### config.mk
export PLATFORM = sky130hd
export DESIGN_NAME = epHandshakeRegs
export DESIGN_NICKNAME = d
export VERILOG_FILES = /design/src/rtl/epHandshakePkg.sv /design/src/rtl/epRegBank.sv /design/src/rtl/epHsControl.sv /design/src/rtl/epHandshakeRegs.sv
export SDC_FILE = /design/constraint.sdc
export NUM_CORES = 1
export LEC_CHECK = 0
export BUFFER_PORTS_ARGS = -buffer_cell sky130_fd_sc_hd__buf_2
export CORE_ASPECT_RATIO = 1.1
export CORE_MARGIN = 1.5
export CORE_UTILIZATION = 45
export CTS_BUF_LIST = sky130_fd_sc_hd__clkbuf_4 sky130_fd_sc_hd__clkbuf_8 sky130_fd_sc_hd__clkbuf_16
export DETAILED_ROUTE_END_ITERATION = 6
export PLACE_DENSITY = 0.84
export SYNTH_ARGS = -nofsm -noshare
export SYNTH_HDL_FRONTEND = slang
export SYNTH_HIERARCHICAL = 1
export SYNTH_SLANG_ARGS = --single-unit
export TNS_END_PERCENT = 1
### constraint.sdc
create_clock -name clk -period 3.11 [get_ports clk]
set_clock_uncertainty 0.1 [all_clocks]
set_input_delay 0.933 -clock clk [delete_from_list [all_inputs] [get_ports clk]]
set_output_delay 0.933 -clock clk [all_outputs]
set_load 0.02 [all_outputs]
### src/rtl/epHandshakePkg.sv
package epHandshakePkg;

  typedef enum logic [1:0] {
    TOK_IN    = 2'd0,
    TOK_OUT   = 2'd1,
    TOK_SETUP = 2'd2
  } tokKind_e;

  typedef enum logic [1:0] {
    HS_ACK   = 2'd0,
    HS_NAK   = 2'd1,
    HS_STALL = 2'd2
  } hsKind_e;

  localparam logic [3:0] MODE_OFF        = 4'b0000;
  localparam logic [3:0] MODE_NAK_BOTH   = 4'b0001;
  localparam logic [3:0] MODE_TAKE_OUT   = 4'b1011;
  localparam logic [3:0] MODE_GIVE_IN    = 4'b1111;

  // strobes from control to the per-endpoint storage
  typedef struct packed {
    logic rdSel;   // address matches this endpoint
    logic wrEn;    // firmware write
    logic rdClr;   // firmware read strobe, clears flag
    logic hwUpd;   // SIE reports transaction end here
    logic hwAck;   // that transaction was ACKed
    logic hwFall;  // mode drops to NAK-both
  } epStrobe_t;

endpackage

### src/rtl/epRegBank.sv
module epRegBank
  import epHandshakePkg::*;
#(
  parameter int NUM_EP = 2
) (
  input  logic                    clk,
  input  logic                    rstN,
  input  epStrobe_t [NUM_EP-1:0]  strobes,
  input  logic [7:0]              wrData,
  output logic [NUM_EP-1:0][3:0]  epMode,
  output logic [NUM_EP-1:0]       epStall,
  output logic [NUM_EP-1:0]       epAck,
  output logic [7:0]              rdData
);

  logic [NUM_EP-1:0][7:0] regView;

  for (genvar i = 0; i < NUM_EP; i++) begin : g_ep
    always_ff @(posedge clk or negedge rstN) begin
      if (!rstN) begin
        epStall[i] <= 1'b0;
        epMode[i]  <= MODE_OFF;
        epAck[i]   <= 1'b0;
      end else begin
        if (strobes[i].wrEn) epStall[i] <= wrData[7];

        if (strobes[i].hwUpd) begin
          if (strobes[i].hwFall) epMode[i] <= MODE_NAK_BOTH;
        end else if (strobes[i].wrEn) begin
          epMode[i] <= wrData[3:0];
        end

        if (strobes[i].hwUpd)      epAck[i] <= strobes[i].hwAck;
        else if (strobes[i].rdClr) epAck[i] <= 1'b0;
      end
    end

    assign regView[i] = strobes[i].rdSel ? {epStall[i], 2'b00, epAck[i], epMode[i]} : 8'h00;
  end

  always_comb begin
    rdData = 8'h00;
    for (int i = 0; i < NUM_EP; i++) rdData = rdData | regView[i];
  end

endmodule

### src/rtl/epHsControl.sv
module epHsControl
  import epHandshakePkg::*;
#(
  parameter int NUM_EP      = 2,
  parameter int BASE_ADDR   = 8'h14,
  parameter int ADDR_STRIDE = 2,
  parameter int EpIdxW      = 1
) (
  input  logic [7:0]              cpuAddr,
  input  logic                    cpuWrEn,
  input  logic                    cpuRdEn,
  input  logic                    tokValid,
  input  logic [EpIdxW-1:0]       tokEp,
  input  logic [1:0]              tokKind,
  input  logic                    xferDone,
  input  logic [EpIdxW-1:0]       xferEp,
  input  logic [1:0]              xferKind,
  input  logic                    xferAcked,
  input  logic [NUM_EP-1:0][3:0]  epMode,
  input  logic [NUM_EP-1:0]       epStall,
  output epStrobe_t [NUM_EP-1:0]  strobes,
  output logic                    hsValid,
  output logic [1:0]              hsKind
);

  for (genvar i = 0; i < NUM_EP; i++) begin : g_dec
    localparam logic [7:0] EpAddr = 8'(BASE_ADDR + i * ADDR_STRIDE);
    logic addrHit;
    logic xferHit;
    assign addrHit = (cpuAddr == EpAddr);
    assign xferHit = xferDone && (xferEp == EpIdxW'(i));

    assign strobes[i].rdSel  = addrHit;
    assign strobes[i].wrEn   = cpuWrEn && addrHit;
    assign strobes[i].rdClr  = cpuRdEn && addrHit;
    assign strobes[i].hwUpd  = xferHit;
    assign strobes[i].hwAck  = xferAcked;
    assign strobes[i].hwFall = xferAcked &&
      ((epMode[i] == MODE_TAKE_OUT && xferKind == TOK_OUT) ||
       (epMode[i] == MODE_GIVE_IN  && xferKind == TOK_IN));
  end

  logic       selHit;
  logic [3:0] selMode;
  logic       selStall;

  always_comb begin
    selHit   = 1'b0;
    selMode  = MODE_OFF;
    selStall = 1'b0;
    for (int i = 0; i < NUM_EP; i++) begin
      if (tokEp == EpIdxW'(i)) begin
        selHit   = 1'b1;
        selMode  = epMode[i];
        selStall = epStall[i];
      end
    end
  end

  logic     wantAck;
  logic     wantNak;
  hsKind_e  hsPick;

  always_comb begin
    wantAck = 1'b0;
    wantNak = 1'b0;
    if (tokValid && selHit && tokKind != TOK_SETUP) begin
      unique case (selMode)
        MODE_NAK_BOTH: wantNak = 1'b1;
        MODE_TAKE_OUT: begin
          wantAck = (tokKind == TOK_OUT);
          wantNak = (tokKind == TOK_IN);
        end
        MODE_GIVE_IN: begin
          wantAck = (tokKind == TOK_IN);
          wantNak = (tokKind == TOK_OUT);
        end
        default: ;
      endcase
    end
    if (wantAck) hsPick = selStall ? HS_STALL : HS_ACK;
    else         hsPick = HS_NAK;
  end

  assign hsValid = wantAck || wantNak;
  assign hsKind  = hsValid ? hsPick : HS_ACK;

endmodule

### src/rtl/epHandshakeRegs.sv
module epHandshakeRegs
  import epHandshakePkg::*;
#(
  parameter int NUM_EP      = 2,
  parameter int BASE_ADDR   = 8'h14,
  parameter int ADDR_STRIDE = 2,
  localparam int EpIdxW     = (NUM_EP > 1) ? $clog2(NUM_EP) : 1
) (
  input  logic              clk,
  input  logic              rstN,
  input  logic [7:0]        cpuAddr,
  input  logic              cpuWrEn,
  input  logic              cpuRdEn,
  input  logic [7:0]        cpuWrData,
  output logic [7:0]        cpuRdData,
  input  logic              tokValid,
  input  logic [EpIdxW-1:0] tokEp,
  input  logic [1:0]        tokKind,
  output logic              hsValid,
  output logic [1:0]        hsKind,
  input  logic              xferDone,
  input  logic [EpIdxW-1:0] xferEp,
  input  logic [1:0]        xferKind,
  input  logic              xferAcked
);

  epStrobe_t [NUM_EP-1:0]  strobes;
  logic [NUM_EP-1:0][3:0]  epMode;
  logic [NUM_EP-1:0]       epStall;
  logic [NUM_EP-1:0]       epAck;

  epHsControl #(
    .NUM_EP(NUM_EP), .BASE_ADDR(BASE_ADDR),
    .ADDR_STRIDE(ADDR_STRIDE), .EpIdxW(EpIdxW)
  ) u_ctrl (
    .cpuAddr(cpuAddr), .cpuWrEn(cpuWrEn), .cpuRdEn(cpuRdEn),
    .tokValid(tokValid), .tokEp(tokEp), .tokKind(tokKind),
    .xferDone(xferDone), .xferEp(xferEp), .xferKind(xferKind), .xferAcked(xferAcked),
    .epMode(epMode), .epStall(epStall),
    .strobes(strobes), .hsValid(hsValid), .hsKind(hsKind)
  );

  epRegBank #(.NUM_EP(NUM_EP)) u_bank (
    .clk(clk), .rstN(rstN), .strobes(strobes), .wrData(cpuWrData),
    .epMode(epMode), .epStall(epStall), .epAck(epAck), .rdData(cpuRdData)
  );

endmodule

==> results.txt, run 1 <==
The flow ran to the end, and the final reports show no timing, DRC or antenna violations. In this design, the stage delay of the slowest critical-path cell is 0.33 ns. The buffer and inverter count on the worst path is 2.

The mux cell area share after synthesis works out to 15.0%. The tools report the yosys synthesis warning count as 6. Timing would allow up to 330 MHz. The adder and majority gate portion of the synthesized area is 0%, and the starting utilization of the core area is 49.0%.

Of the cells placed in the final design, the portion with a size suffix greater than 1 is 40.8%. After synthesis, the largest family of logic cells by area is simple AND/OR/NAND/NOR gates. The portion of the clock cycle consumed by the worst path in the final layout is 97.5%, and the die area is 2540 sq um. The met1 wire length was 930 um. The run gives 5 as the number of optimization iterations in the first detailed-route pass.

The complex-gate fraction of the synthesized area came out at 18.6%. The final layout contains 172 nets. The final hold violation count was 0; the total power density per cell area was 352 nW/um^2.

IR analysis of the VDD net gives a maximum drop of 0.000211 V. The worst-margin pin slew was 0.614 ns. The register bit total from synthesis came out at 12. By area the synthesized netlist is led by sky130_fd_sc_hd__dfrtp_1 30%, sky130_fd_sc_hd__mux2i_1 11%, sky130_fd_sc_hd__a22o_1 6.1%.

The simple logic cell fraction of the synthesized area works out to 22.6%. Hold timing on the final database bottoms out at a slack of 0.419 ns. After the flow finishes, the layout carries non-filler instances totaling 170. Yosys mapped the design onto 33 distinct sky130hd cell types.

After synthesis, the most frequently instantiated cells are 13 x sky130_fd_sc_hd__nand2_1, 12 x sky130_fd_sc_hd__dfrtp_1, 11 x sky130_fd_sc_hd__mux2i_1. The filler cells instantiated in the layout total 175. In this design, the critical path's most frequently occurring cell is sky130_fd_sc_hd__buf_2. For the depth of the CTS H-tree, the log shows 1. In the global route stage, overall resource usage came out at 20.1%. Measured against its own limit, the worst slew margin works out to 59.0%. The fraction of registers with async set or reset after synthesis came out at 100%. Along the worst path, the maximum fanout reaches 8. Setup repair after global routing could not meet its margin everywhere.

The largest net degree at the start of global routing was 13. Measured along the x axis, the die boundary spans 48.2 um. The run gives 111 as the gate count of the mapped netlist. The run gives 0.839 as the final RePlAce weighted congestion. The worst setup path is launched from an input port. The critical path goes through buf_2 -> nand3b_4 -> nand2_1 -> nand3_2 -> a2111oi_4 -> buf_2.

The number of synthesized flops with an enable pin was 0. TritonCTS built the clock tree. The average wire length per cell after detail routing was 13.9 um; the total instance count after detailed placement was 164. The share of the synthesized netlist area taken by xor and xnor gates was 1.73%. The required time at the endpoint of the critical path is 2.08 ns, and the clock period minus worst slack is 3.03 ns.

In this run, CTS created clock tree buffers numbering 3. For the worst setup path, the data arrival time is 2.00 ns. In this run the static leakage power is 0.566 nW.

The initial antenna violation count was 0; the average vias per placed instance was 5.52. Summed over all nets, wire length on met3 after detailed routing comes to 169 um. The worst setup path is captured at an output pin.

The highest metal layer with signal wires is met4. Per-instance average area after synthesis: 9.11 sq um. The sum of negative setup slack is 0 ns. The share of synthesized area in the top cell type comes to 29.7%. After detailed routing, the number of remaining DRC violations is 0.

In this run the core area contains 17 standard-cell rows. The worst setup path is of the input port to output pin kind. During placement, the flow inserted port buffers numbering 34. The count of boundary I/O pins is 40. Summed over all instances, the cell type with the most area after synthesis is sky130_fd_sc_hd__dfrtp_1.

The tools report the clock root buffer as sky130_fd_sc_hd__clkbuf_4. Most numerous cell in the Yosys netlist: sky130_fd_sc_hd__nand2_1. After synthesis, flip-flops and latches occupy 29.7% of the total area. The first global-routing pass estimated 3.57 mm of wire.

The number of buffers between clock root and the deepest sink is 2. The detailed router finished its first iteration with 22 violations. The post-detailed-placement half-perimeter wirelength was 1.75 mm; the total vias in the final route was 938. The tools report the clock latency of the later-clocked register in the worst-skew pair as 0.28 ns. The run gives 60.6% as the final core area utilization.

The worst hold path belongs to the class input port to async pin. The diode insertion count for antenna repair was 0. From synthesis to final layout, the design area changed by 23.6%. The slowest library cell on the worst path was sky130_fd_sc_hd__a2111oi_4.

The most used flip-flop cell after synthesis was sky130_fd_sc_hd__dfrtp_1. Summed over all layers, the routed wires come to 2.36 mm. The sum of met2 wire segment lengths after detailed routing is 1.24 mm, and the number of global-route vias before repair is 831. The post-synth design cell area was 1010 sq um. The total chip power is 440 uW. The tool flagged a number of max-cap violations equal to 0. The run gives 0 as the number of nets with antenna violations after detailed routing. The clock net sink count was 12; the number of hold-repair buffers added at the cts stage was 0. For the standard cell core area, the log shows 2060 sq um.

Category of cells accounting for the largest share of critical-path delay: simple AND/OR/NAND/NOR gates. The final number of max-transition violations came out at 0. The clock transition at the register clock pins on the worst setup and hold paths after CTS was 0.08 ns. The sum of overflow across all layers after global routing is 0, and the number of setup violations in the final report is 0. The die outline height works out to 52.7 um.
[final cells by class]
cell class / instances / area [sq um] / area share (%)
sequential: 12 / 300 / 24.0
multi-input combinational: 84 / 643 / 51.5
clock buffer: 4 / 36.3 / 2.90
timing repair buffer: 39 / 224 / 17.9
inverter: 3 / 11.3 / 0.901
tap: 28 / 35.0 / 2.80
[state kept, by name, indices dropped and copies added, names as in the netlist]
| register | cells |
|---|---|
| u_bank/epStall | 2 |
| u_bank/epMode | 8 |
| u_bank/epAck | 2 |
[path summary, 6_finish.rpt]
path	end	slack, ns	startpoint	depth (start not counted)
max in group asynchronous	u_bank/epMode[2]$_DFFE_PN0P_	2.26	rstN	1
min reg2reg	u_bank/epAck[0]$_DFFE_PN0P_	0.45	u_bank/epAck[0]$_DFFE_PN0P_	2
max	hsKind[1]	0.08	tokEp	6
min in group clk	u_bank/epAck[0]$_DFFE_PN0P_	0.45	u_bank/epAck[0]$_DFFE_PN0P_	2
max reg2reg	u_bank/epMode[4]$_DFFE_PN0P_	1.58	u_bank/epMode[6]$_DFFE_PN0P_	4
min	u_bank/epAck[1]$_DFFE_PN0P_	0.42	rstN	1
[cells by family after synthesis]
group | count (synthesis)
AO/OA/AOI/OAI | 24
XOR/XNOR | 2
buffers and inverters | 16
flip-flops | 12
multiplexers | 14
other | 1
AND/OR/NAND/NOR | 42
[power by group]
part / internal, mW / total (mW) / leakage, nW / switching (mW)
Combinational: 0.0509 / 0.107 / 0.382 / 0.0562
Clock: 0.0712 / 0.127 / 0.0210 / 0.0560
Sequential: 0.175 / 0.205 / 0.163 / 0.0298
[worst reg2reg max path, delay by kind of cell (launching register included)]
family | cells | cell delay [ns]
xor gates and xnor gates | 1 | 0.18
DFF | 1 | 0.46
muxes | 1 | 0.15
and+or+nand+nor | 2 | 0.57
[timing repair]
action                     in CTS  in global routing
setup endpoints to repair       6                  7
hold endpoints to repair        0                  0
buffers inserted                1                  1
gates resized for setup         4                 12
[layer usage]
layer	vias up	track usage [%]
met3	4	4.48
met4	0	6.76
met2	50	34.9
met5	-	0
li1	450	-
met1	434	23.4
[metrics by stage]
| stage | instance area [sq um] | worst slack, ns |
|---|---|---|
| 2_1_floorplan | 1010 | 0.104 |
| 3_3_place_gp | 1130 | -0.143 |
| 3_5_place_dp | 1130 | -0.180 |
| 4_1_cts | 1190 | 0.00802 |
| 5_1_grt | 1250 | -0.00251 |
| 6_report | 1250 | 0.0772 |
[cell usage in the layout (no fill, tap or decap), drive strengths merged]
cell,n
nand2,13
a211oi,1
o22ai,7
a21o,1
and3,1
clkbuf,4
o21bai,2
nor4,1
and2b,1
buf,39
nand2b,4
o21ai,3
mux2,3
a2111oi,1
and2,3
nand3b,1
mux2i,11
nand3,4
a22o,7
nor2b,5
xnor2,2
dfrtp,12
nor3,3
conb,2
inv,3
a22oi,1
nor2,6
a21oi,1
(Power assumes the default switching activity.)
==> run 2, diff against run 1 <==
==> constraint.sdc (replaced) <==
create_clock -name clk -period 3.4 [get_ports clk]
set_clock_uncertainty 0.1 [all_clocks]
set_input_delay 1.02 -clock clk [delete_from_list [all_inputs] [get_ports clk]]
set_output_delay 1.02 -clock clk [all_outputs]
set_load 0.02 [all_outputs]
==> results.txt, run 2 (synthesis gave the netlist of run 1 again) <==
The number of buffers between clock root and the deepest sink came out at 2 (unchanged). In this run the clock root is driven by a sky130_fd_sc_hd__clkbuf_4. The run gives 6 (+1) as the number of optimization iterations in the first detailed-route pass. The starting utilization of the core area was 49.0% (unchanged). Leaving out fill and tap cells, the most frequent cells in the layout are 29 x sky130_fd_sc_hd__buf_2, 13 x sky130_fd_sc_hd__nand2_1, 12 x sky130_fd_sc_hd__dfrtp_1.

Count of cells along the worst register-to-register path: 4 (unchanged). The register with the most flip-flops in the final layout is u_bank/epMode. The number of buffers added for setup after CTS came out at 0 (-1).

The largest registers in the layout are u_bank/epMode: 8 flops, u_bank/epAck: 2 flops, u_bank/epStall: 2 flops. The tools report the first-pass GRT wire length as 3.41 mm (-4.6%). The die area was 2540 sq um (unchanged). The worst hold path stage count was 2. The worst-margin pin slew came out at 0.611 ns (-0.00221 ns).

The count of port buffers added during placement came out at 34 (unchanged). The class of the most critical setup path was input port to output pin. The setup slack of the critical path after layout is 0.0714 ns (-0.00575 ns). The clock latency of the later-clocked register in the worst-skew pair is 0.26 ns (-0.02 ns), and the standard cell core area is 2060 sq um (unchanged). For the number of global-route vias before repair, the log shows 821 (-1.2%).

Die outline height: 52.7 um (unchanged). Most common library cell in the layout ignoring fill and taps: sky130_fd_sc_hd__buf_2. The tools report the filler cell count in the final layout as 203 (+16%). For hold timing, the worst endpoint is u_bank/epAck[0]$_DFFE_PN0P_. The worst path uses 97.9% of the clock period. The tools report the arrival time at the worst endpoint as 2.21 ns (+0.21 ns). The clock transition at the register clock pins on the worst setup and hold paths after CTS was 0.08 ns (about the same); the initial antenna violation count was 0 (unchanged). The tools report the relative max-transition margin as 59.2% (+0.15 points). The min-delay analysis places its worst path in the category flip-flop to flip-flop. The worst hold slack after final layout was 0.439 ns (+0.0199 ns). The logs give 12 (unchanged) for the clock net sink count and -0.0441 ns (+0.136 ns) for the worst setup slack after placement. The origin of the worst min-delay path was u_bank/epAck[0]$_DFFE_PN0P_. Max-capacitance violation count: 0 (unchanged). The run gives 18.6% (-1.6 points) as the global-route total usage across every layer. In this run the critical register-to-register path is captured at u_bank/epMode[0]$_DFFE_PN0P_.

The tools report the critical path endpoint category as an output pin. The run finished with clean final reports. The average wire length per cell after detail routing works out to 13.6 um (-2.4%). Static timing analysis puts the maximum clock frequency at 300 MHz.

The sum of negative setup slack came out at 0 ns (unchanged). The number of flip-flops under the largest register name was 8 (unchanged); the maximum ir drop on the vdd rail was 0.000290 V (+37%). The number of nets with antenna violations after detailed routing is 0 (unchanged). The sort of element at the start of the critical path is an input port. The standby leakage power is 0.544 nW (-3.9%).

The run gives 2.25 mm (-4.7%) as the overall routed net length. The horizontal die dimension works out to 48.2 um (unchanged). The remaining routing DRC violations was 0 (unchanged); the sum of overflow across all layers after global routing was 0 (unchanged).

The logs give 911 (-2.9%) for the total vias in the final route and 168 (-2.3%) for the number of nets at the end of the flow. Final hold violation count: 0 (unchanged). The diode insertion count for antenna repair was 0 (unchanged); the proportion of layout cells with a drive suffix above 1 was 39.1% (-1.7 points). The final core area utilization came out at 58.5% (-2.1 points). TritonCTS built the clock tree. Clock period minus worst slack: 3.33 ns. The final RePlAce weighted congestion is 0.899 (+7.2%). For the number of hold-repair buffers added at the cts stage, the log shows 0 (unchanged).

The violation count after the first detailed-route iteration is 34 (+55%), and the number of setup violations in the final report is 0 (unchanged). The final number of max-transition violations was 0 (unchanged); the largest net degree at the start of global routing was 13 (unchanged). The required time at the endpoint of the critical path is 2.28 ns (+0.20 ns), and the TritonCTS buffer count is 3 (unchanged). The total power density per cell area works out to 326 nW/um^2 (-7.4%).

The average vias per placed instance was 5.49 (-0.54%); the maximum fanout along the worst path was 6 (-2). The run gives 1120 sq um (-1.3%) as the instance area at placement. The count of boundary I/O pins was 40 (unchanged); the number of standard-cell rows in the floorplan was 17 (unchanged). The tools report the setup slack of the most critical reg-to-reg path as 1.95 ns (+0.37 ns).

The layout overhead on the synthesized area was 19.4%; the depth of the CTS H-tree was 1 (unchanged). The post-detailed-placement half-perimeter wirelength is 1.76 mm (+0.70%). For the cell area after layout, the log shows 1210 sq um (-3.4%). The worst register-to-register path begins at u_bank/epMode[2]$_DFFE_PN0P_.
[run 2: changes by cell type in the layout (fill, tap and decap cells not counted)]
cell                        delta
sky130_fd_sc_hd__a2111oi_2     +1
sky130_fd_sc_hd__buf_4         -4
sky130_fd_sc_hd__a2111oi_4     -1
[run 2: worst max path at each step]
| stage | slack [ns] | to | from |
|---|---|---|---|
| finish | 0.07 | cpuRdData[0] | cpuAddr[5] |
| global route | -0.003 | cpuRdData[7] | cpuAddr[5] |
| CTS | 0.005 | cpuRdData[0] | cpuAddr[5] |
| detailed placement | -0.04 | cpuRdData[0] | cpuAddr[5] |
| global placement | -0.03 | cpuRdData[0] | cpuAddr[5] |
| floorplan | 0.22 | cpuRdData[0] | cpuAddr[5] |
[run 2: critical path: stages]
cell and delay (ns):
sky130_fd_sc_hd__buf_2 0.09, sky130_fd_sc_hd__nand2b_4 0.13, sky130_fd_sc_hd__nor4_4 0.28, sky130_fd_sc_hd__nor2b_4 0.20, sky130_fd_sc_hd__and2_4 0.19, sky130_fd_sc_hd__a22o_1 0.14
sky130_fd_sc_hd__buf_2 0.15
[run 2: cell type report]
class	count	area, sq um	area share (%)
multi-input cells	84	631	52.2
repair buffers	35	194	16.1
clock buffers	4	36.3	3.01
well taps	28	35.0	2.90
inverters	3	11.3	0.933
flip-flops and latches	12	300	24.9
[run 2: metal layers]
layer  global-route usage [%]  vias to the layer above  share of wire (%)
li1                         -                      437                  -
met1                     22.3                      429                 42
met2                     33.8                       45                 52
met3                     2.41                        0                6.3
met4                     3.60                        0                  0
met5                        0                        -                  0
[run 2: power by group]
part	leakage [nW]	internal (mW)	switching, mW	total (mW)
Clock	0.0210	0.0649	0.0461	0.111
Sequential	0.163	0.160	0.0274	0.188
Combinational	0.360	0.0462	0.0482	0.0944
[run 2: through the flow]
step                      instances  power (mW)
after global placement          162       0.275
after global routing            166       0.421
final                           166       0.393
after floorplan                 112       0.251
after detailed placement        162       0.280
after CTS                       166       0.392
[run 2: repair_timing]
item                       in CTS  in global routing
gates resized for setup         1                 14
setup endpoints to repair       6                  6
pin swaps                       0                  2
